`src/rtl/spi_cmd_pkg.sv`:
```
package spi_cmd_pkg;

    localparam int MODE_W     = 5;
    localparam int MODE_PHASE = 0;
    localparam int MODE_POL   = 1;
    localparam int MODE_SEL   = 4;
    localparam int ADDR_W     = 24;

    typedef enum logic [1:0] {
        ST_IDLE,
        ST_RUN,
        ST_HOLD
    } xfer_state_t;

    typedef enum logic [1:0] {
        BK_CMD,
        BK_ADDR,
        BK_DATA
    } byte_kind_t;

    typedef struct packed {
        logic phase;
        logic pol;
        logic sel_hi;
        logic wr;
    } link_cfg_t;

    function automatic logic [1:0] addr_bytes(input logic present,
                                              input logic fold,
                                              input logic [1:0] code);
        if (!present)
            return 2'd0;
        if (fold)
            return 2'd1;
        case (code)
            2'd0:    return 2'd1;
            2'd1:    return 2'd2;
            default: return 2'd3;
        endcase
    endfunction

    function automatic logic [7:0] fold_cmd(input logic [7:0] c,
                                            input logic a8,
                                            input logic en);
        return en ? (c | {4'b0000, a8, 3'b000}) : c;
    endfunction

    function automatic logic [ADDR_W-1:0] align_addr(input logic [ADDR_W-1:0] a,
                                                     input logic [1:0] n);
        case (n)
            2'd1:    return {a[7:0], 16'h0000};
            2'd2:    return {a[15:0], 8'h00};
            default: return a;
        endcase
    endfunction

endpackage

```
`src/rtl/spi_half_tick.sv`:
```
module spi_half_tick #(
    parameter int HALF_DIV = 2
) (
    input  logic clk,
    input  logic rst,
    input  logic run,
    input  logic hold,
    output logic tick
);
    localparam int CW = (HALF_DIV > 1) ? $clog2(HALF_DIV) : 1;
    localparam logic [CW-1:0] LAST = CW'(HALF_DIV - 1);

    logic [CW-1:0] cnt;

    assign tick = run && (cnt == LAST);

    always_ff @(posedge clk) begin
        if (rst || !run)
            cnt <= '0;
        else if (tick)
            cnt <= hold ? cnt : '0;
        else
            cnt <= cnt + 1'b1;
    end

    // a held tick stays asserted until released
    a_r11_hold_keeps_tick: assert property (@(posedge clk) disable iff (rst)
        (tick && hold && run) |=> (tick || !run));

endmodule

```
`src/rtl/spi_tx_stage.sv`:
```
module spi_tx_stage #(
    parameter int CNT_W = 8
) (
    input  logic             clk,
    input  logic             rst,
    input  logic             load,
    input  logic [CNT_W-1:0] load_cnt,
    input  logic             load_wr,
    input  logic             active,
    input  logic             take,
    input  logic [7:0]       tx_data_i,
    input  logic             tx_valid_i,
    output logic             tx_ready_o,
    output logic [7:0]       buf_data,
    output logic             buf_full
);
    logic [CNT_W-1:0] pending;
    logic             accept;

    assign tx_ready_o = active && !load && (pending != '0) && !buf_full;
    assign accept     = tx_ready_o && tx_valid_i;

    always_ff @(posedge clk) begin
        if (rst) begin
            pending  <= '0;
            buf_data <= '0;
            buf_full <= 1'b0;
        end else if (load) begin
            pending  <= load_wr ? load_cnt : '0;
            buf_full <= 1'b0;
        end else begin
            if (accept) begin
                buf_data <= tx_data_i;
                buf_full <= 1'b1;
                pending  <= pending - 1'b1;
            end else if (take) begin
                buf_full <= 1'b0;
            end
        end
    end

    // a byte is consumed only when one is staged
    a_r11_take_needs_data: assert property (@(posedge clk) disable iff (rst)
        take |-> buf_full);

    // one handshake fills the single slot
    a_r11_one_per_slot: assert property (@(posedge clk) disable iff (rst)
        (tx_ready_o && tx_valid_i) |=> !tx_ready_o);

endmodule

```
`src/rtl/spi_rx_collect.sv`:
```
module spi_rx_collect (
    input  logic       clk,
    input  logic       rst,
    input  logic       sample,
    input  logic       bit_in,
    input  logic       byte_end,
    output logic [7:0] rx_data_o,
    output logic       rx_valid_o
);
    logic [7:0] shreg;

    always_ff @(posedge clk) begin
        if (rst) begin
            shreg      <= '0;
            rx_data_o  <= '0;
            rx_valid_o <= 1'b0;
        end else begin
            rx_valid_o <= sample && byte_end;
            if (sample) begin
                shreg <= {shreg[6:0], bit_in};
                if (byte_end)
                    rx_data_o <= {shreg[6:0], bit_in};
            end
        end
    end

    // every strobe follows a sampling edge
    a_r10_strobe_after_sample: assert property (@(posedge clk) disable iff (rst)
        rx_valid_o |-> $past(sample));

endmodule

```
`src/rtl/spi_mem_master.sv`:
```
module spi_mem_master
    import spi_cmd_pkg::*;
#(
    parameter int HALF_DIV = 2,
    parameter int CNT_W    = 8
) (
    input  logic              clk,
    input  logic              rst,
    input  logic              start_i,
    input  logic [7:0]        cmd_i,
    input  logic [23:0]       addr_i,
    input  logic              addr_en_i,
    input  logic [1:0]        addr_len_i,
    input  logic              munge_i,
    input  logic [CNT_W-1:0]  count_i,
    input  logic              wr_en_i,
    input  logic [4:0]        mode_i,
    output logic              busy_o,
    input  logic [7:0]        tx_data_i,
    input  logic              tx_valid_i,
    output logic              tx_ready_o,
    output logic [7:0]        rx_data_o,
    output logic              rx_valid_o,
    output logic              sclk_o,
    output logic              mosi_o,
    output logic              cs_o,
    input  logic              miso_i
);
    localparam int UW = CNT_W + 2;

    xfer_state_t      st;
    byte_kind_t       kind;
    link_cfg_t        cfg;
    logic             sclk_lvl;
    logic [7:0]       sh;
    logic [2:0]       bit_idx;
    logic [UW-1:0]    units_left;
    logic [1:0]       addr_left;
    logic [ADDR_W-1:0] abuf;
    logic             fresh;

    logic       tick, run, accept_start;
    logic       adv_slot, byte_done, last_unit, need_data, stall;
    logic       tog, lead, trail, sample, finish, adv, take;
    logic [7:0] buf_data;
    logic       buf_full;
    logic [1:0] nab;

    assign run          = (st != ST_IDLE);
    assign accept_start = (st == ST_IDLE) && start_i;
    assign nab          = addr_bytes(addr_en_i, munge_i, addr_len_i);

    assign byte_done = (bit_idx == 3'd7);
    assign last_unit = (units_left == '0);
    assign need_data = byte_done && !last_unit && (addr_left == 2'd0);
    assign adv_slot  = (st == ST_RUN) &&
                       (cfg.phase ? (!sclk_lvl && !fresh) : sclk_lvl);
    assign stall     = adv_slot && need_data && cfg.wr && !buf_full;

    assign tog    = tick && (st == ST_RUN) && !stall;
    assign lead   = tog && !sclk_lvl;
    assign trail  = tog && sclk_lvl;
    assign sample = cfg.phase ? trail : lead;
    assign finish = trail && byte_done && last_unit;
    assign adv    = tog && adv_slot && !finish;
    assign take   = adv && need_data && cfg.wr;

    spi_half_tick #(.HALF_DIV(HALF_DIV)) u_tick (
        .clk  (clk),
        .rst  (rst),
        .run  (run),
        .hold (stall),
        .tick (tick)
    );

    spi_tx_stage #(.CNT_W(CNT_W)) u_tx (
        .clk        (clk),
        .rst        (rst),
        .load       (accept_start),
        .load_cnt   (count_i),
        .load_wr    (wr_en_i),
        .active     (run),
        .take       (take),
        .tx_data_i  (tx_data_i),
        .tx_valid_i (tx_valid_i),
        .tx_ready_o (tx_ready_o),
        .buf_data   (buf_data),
        .buf_full   (buf_full)
    );

    spi_rx_collect u_rx (
        .clk        (clk),
        .rst        (rst),
        .sample     (sample),
        .bit_in     (miso_i),
        .byte_end   (byte_done && (kind == BK_DATA)),
        .rx_data_o  (rx_data_o),
        .rx_valid_o (rx_valid_o)
    );

    always_ff @(posedge clk) begin
        if (rst) begin
            st         <= ST_IDLE;
            kind       <= BK_CMD;
            cfg        <= '0;
            sclk_lvl   <= 1'b0;
            sh         <= '0;
            bit_idx    <= '0;
            units_left <= '0;
            addr_left  <= '0;
            abuf       <= '0;
            fresh      <= 1'b0;
        end else begin
            case (st)
                ST_IDLE: begin
                    if (start_i) begin
                        st         <= ST_RUN;
                        kind       <= BK_CMD;
                        cfg        <= '{phase:  mode_i[MODE_PHASE],
                                        pol:    mode_i[MODE_POL],
                                        sel_hi: mode_i[MODE_SEL],
                                        wr:     wr_en_i};
                        sclk_lvl   <= 1'b0;
                        sh         <= fold_cmd(cmd_i, addr_i[8], munge_i && addr_en_i);
                        bit_idx    <= '0;
                        units_left <= UW'(nab) + UW'(count_i);
                        addr_left  <= nab;
                        abuf       <= align_addr(addr_i, nab);
                        fresh      <= 1'b1;
                    end
                end
                ST_RUN: begin
                    if (tog) begin
                        sclk_lvl <= ~sclk_lvl;
                        fresh    <= 1'b0;
                        if (finish)
                            st <= ST_HOLD;
                    end
                    if (adv) begin
                        if (!byte_done) begin
                            sh      <= {sh[6:0], 1'b0};
                            bit_idx <= bit_idx + 3'd1;
                        end else begin
                            bit_idx    <= '0;
                            units_left <= units_left - 1'b1;
                            if (addr_left != 2'd0) begin
                                kind      <= BK_ADDR;
                                sh        <= abuf[ADDR_W-1 -: 8];
                                abuf      <= {abuf[ADDR_W-9:0], 8'h00};
                                addr_left <= addr_left - 2'd1;
                            end else begin
                                kind <= BK_DATA;
                                sh   <= cfg.wr ? buf_data : 8'h00;
                            end
                        end
                    end
                end
                ST_HOLD: begin
                    if (tick)
                        st <= ST_IDLE;
                end
                default: st <= ST_IDLE;
            endcase
        end
    end

    assign busy_o = run;
    assign mosi_o = sh[7];
    assign sclk_o = run ? (sclk_lvl ^ cfg.pol) : mode_i[MODE_POL];
    assign cs_o   = run ? cfg.sel_hi : ~mode_i[MODE_SEL];

    // a frame opens on the first command bit
    a_r2_cmd_leads: assert property (@(posedge clk) disable iff (rst)
        $rose(busy_o) |-> (kind == BK_CMD && bit_idx == 3'd0));

    // the hold interval begins only when every byte is used up
    a_r9_hold_after_units: assert property (@(posedge clk) disable iff (rst)
        (st == ST_HOLD) |-> (units_left == '0 && !sclk_lvl));

    // select level does not move inside a frame
    a_r7_cs_steady: assert property (@(posedge clk) disable iff (rst)
        (run && $past(run)) |-> $stable(cs_o));

    // a stalled slot leaves the serial clock level untouched
    a_r11_stall_freezes: assert property (@(posedge clk) disable iff (rst)
        stall |=> $stable(sclk_lvl));

endmodule

```
`config.mk`:
```
export PLATFORM = sky130hd
export DESIGN_NAME = spi_mem_master
export DESIGN_NICKNAME = d
export VERILOG_FILES = /design/src/rtl/spi_cmd_pkg.sv /design/src/rtl/spi_half_tick.sv /design/src/rtl/spi_tx_stage.sv /design/src/rtl/spi_rx_collect.sv /design/src/rtl/spi_mem_master.sv
export SDC_FILE = /design/constraint.sdc
export NUM_CORES = 1
export LEC_CHECK = 0
export BUFFER_PORTS_ARGS = -buffer_cell sky130_fd_sc_hd__buf_2
export CORE_MARGIN = 10
export CORE_UTILIZATION = 50
export DETAILED_ROUTE_END_ITERATION = 10
export GPL_ROUTABILITY_DRIVEN = 1
export PLACE_DENSITY = 0.84
export SLEW_MARGIN = 5
export SYNTH_ARGS = -nofsm -noshare
export SYNTH_HDL_FRONTEND = slang
export SYNTH_SLANG_ARGS = --single-unit
```
`constraint.sdc`:
```
create_clock -name clk -period 2.2 [get_ports clk]
set_clock_uncertainty 0.05 [all_clocks]
set_input_delay 0.44 -clock clk [delete_from_list [all_inputs] [get_ports clk]]
set_output_delay 0.44 -clock clk [all_outputs]
set_load 0.03 [all_outputs]
```
==> results_dict.tcl <==
set metrics [dict create \
    status "finished, violations left" \
    violations "negative setup slack" \
    core_area_um2 9370 \
    hold_violations 0 \
    yosys_warnings 0 \
    ctsRootBufferMaster "clkbuf_8" \
    grt_usage 0.178 \
    finalWorstSetupSlack_ps -114 \
    avgRoutedWirePerCell_um 17.0 \
    cp-start-kind "flip-flop" \
    row_count 35 \
    avgSynthCellArea_um2 7.97 \
    die_w_um 119 \
    cts_htree_levels 3 \
    critPathMaxFanout 6 \
    pre_cts_slack_ps -259 \
    rsz0062_at_grt "true" \
    grt_first_pass_wirelength_um 21700 \
    clk_pin_slew_ps 100 \
    grt_max_degree 40 \
    utilization 0.645 \
    slew_headroom 0.465 \
    fmax_ghz 0.432 \
    powerDensity_nw_per_um2 633 \
    power.total_mw 3.83 \
    cts_buffer_depth 2 \
    drtIter0Drc 383 \
    layout-drive-gt1-share 0.259 \
    ys_ff_latch 91 \
    dr_total_vias 5066 \
    area_growth_syn_to_layout_pct 23.9 \
    gp_congestion 0.897 \
    drc 0 \
    worst_ep_arrival_time_ps 2500 \
    die_h_um 119 \
    ir_drop_uv 385 \
    synth_cells 612 \
    cp.required_ps 2390 \
    syn-cell-area_um2 4880 \
    num_antenna_cells 0 \
    first_global_vias 4719 \
    routed_wl_um 14200 \
    fin_nets 777 \
    setup_viol 21 \
    finalMaxSlewViolations 0 \
    fin_crit_ps 2310 \
    start_util 0.521 \
    tritoncts "yes" \
    synth-seq-area-share 0.373 \
    dp_hpwl_um 9670 \
    cts_buffers 9 \
    postCtsHoldBufs 0 \
    fin_crit_sh 1.05 \
    numClockSinks 91 \
    antenna_found_initial 0 \
    ios 77 \
    numPortBuffers 74 \
    clock_latency_ps 360 \
    synth_cell_types 63 \
    grt.overflow.total 0 \
    endpoint_kind "flip-flop" \
    die_area_um2 14100 \
    synth_enable_flop_cells 0 \
    vias_per_cell 6.06 \
    syn_nets 687 \
    async_reset_ff_frac 0 \
    synthFlopType "dfxtp_1" \
    first_pass_iters 7 \
    detail-route-antenna-nets 0 \
    critPathKind "flip-flop to flip-flop" \
    max_slew.worst_pin.slew_ps 797 \
    drv_cap 0 \
    leakagePower_nw 2.41 \
    hold_class "primary input to flip-flop" \
]
==> where the power goes <==
| part | total, mW | internal, mW | switching, mW | leakage [nW] |
|---|---|---|---|---|
| registers | 1.81 | 1.74 | 0.0715 | 0.744 |
| logic | 0.943 | 0.396 | 0.547 | 1.58 |
| clock network | 1.07 | 0.450 | 0.620 | 0.0893 |
==> cells in the mapped netlist, types with 5 or more instances <==
master | instances | area share
mux2i_1 | 9 | 0.018
and3_1 | 5 | 0.0064
nor2_1 | 47 | 0.036
buf_1 | 7 | 0.0054
o211ai_1 | 12 | 0.018
or3_1 | 5 | 0.0064
inv_1 | 17 | 0.013
clkbuf_1 | 37 | 0.028
ha_1 | 11 | 0.028
a221o_1 | 8 | 0.016
nand2_1 | 92 | 0.071
nor3_1 | 12 | 0.012
a22o_1 | 8 | 0.014
o21ai_0 | 22 | 0.023
nand3_1 | 26 | 0.027
a21oi_1 | 66 | 0.068
a21o_1 | 7 | 0.011
a22oi_1 | 9 | 0.014
nor4_1 | 5 | 0.0064
xnor2_1 | 9 | 0.016
a31oi_1 | 5 | 0.0064
o32ai_1 | 5 | 0.0090
a311oi_1 | 16 | 0.029
dfxtp_1 | 91 | 0.37
nand2b_1 | 19 | 0.024
==> registers in the layout, summed over array words and instances, names as in the netlist <==
name,cells
abuf,24
addr_left,2
bit_idx,3
cfg,4
fresh,1
kind,2
sclk_lvl,1
sh,8
st,2
u_rx.rx_data_o,8
u_rx.rx_valid_o,1
u_rx.shreg,7
u_tick.cnt,1
u_tx.buf_data,8
u_tx.buf_full,1
u_tx.pending,8
units_left,10
==> worst max-delay path: stages (launching register included) <==
cell       delay [ps]
dfxtp_2           330
or4_4             590
o31ai_4           240
buf_6             160
buf_6             100
o211ai_1          270
o2111ai_1         330
o31ai_1           110
==> logic make-up after synthesis <==
family	count (synthesis)	synth area share
compound gates	189	0.274
fa+ha+maj	12	0.0323
flops	91	0.373
simple gates	231	0.221
buf+inv	67	0.0582
xor+xnor	13	0.0233
mux	9	0.0185
==> stage by stage <==
step,area [µm²],setup TNS (ps),hold WS (ps),instances
finish,6040,-624,256,836
global route,6040,-1760,272,836
CTS,5750,0,256,819
detailed placement,5540,-5130,392,802
global placement,5540,-3130,386,802
floorplan,4900,0,387,612
==> final cells by class <==
cell class / count / area [µm²]
Fill cell: 774 / 3330
Multi-Input combinational cell: 454 / 2910
Sequential cell: 91 / 1830
Timing Repair Buffer: 129 / 897
Tap cell: 129 / 161
Clock buffer: 10 / 138
Inverter: 17 / 63.8
Clock inverter: 6 / 46.3
==> what timing repair did <==
action                                  CTS  global route
gates resized for setup                   6            32
pin swaps                                 3            11
gates cloned                              0             3
setup buffers                             1            14
endpoints found under the setup margin    9            53
==> routing by layer <==
| layer | part of all wire | wire length, µm | vias up | GRT usage |
|---|---|---|---|---|
| li1 | - | - | 2393 | - |
| met1 | 0.40 | 5700 | 2339 | 0.215 |
| met2 | 0.47 | 6690 | 274 | 0.295 |
| met3 | 0.091 | 1290 | 60 | 0.0414 |
| met4 | 0.036 | 516 | 0 | 0.0763 |
| met5 | 0 | 0 | - | 0 |
==> worst paths after layout <==
path                                        start                 to  slack, ps  depth (start not counted)
worst min register to register  u_rx.rx_data_o[1]  u_rx.rx_data_o[1]        400                          2
worst min-delay path                 tx_data_i[6]   u_tx.buf_data[6]        260                          3
worst max register to register      units_left[2]      units_left[9]       -110                          7
worst max-delay path                units_left[2]      units_left[9]       -110                          7
==> placed cells by master, fill, tap and decap left out, types with 7 or more instances in the layout <==
| master | synthesis | final |
|---|---|---|
| inv_1 | 17 | 17 |
| nor3_1 | 12 | 12 |
| a21o_1 | 7 | 7 |
| a22oi_1 | 9 | 9 |
| a21oi_1 | 66 | 62 |
| a311oi_1 | 16 | 15 |
| a22o_1 | 8 | 8 |
| clkbuf_8 | 0 | 10 |
| ha_1 | 11 | 8 |
| mux2i_1 | 9 | 9 |
| nor2_1 | 47 | 46 |
| a221o_1 | 8 | 8 |
| nand2b_1 | 19 | 17 |
| buf_4 | 1 | 42 |
| dfxtp_1 | 91 | 87 |
| o21ai_0 | 22 | 19 |
| xnor2_1 | 9 | 9 |
| buf_2 | 2 | 74 |
| o211ai_1 | 12 | 12 |
| nand3_1 | 26 | 23 |
| nand2_1 | 92 | 91 |
(Power assumes the default switching activity.)
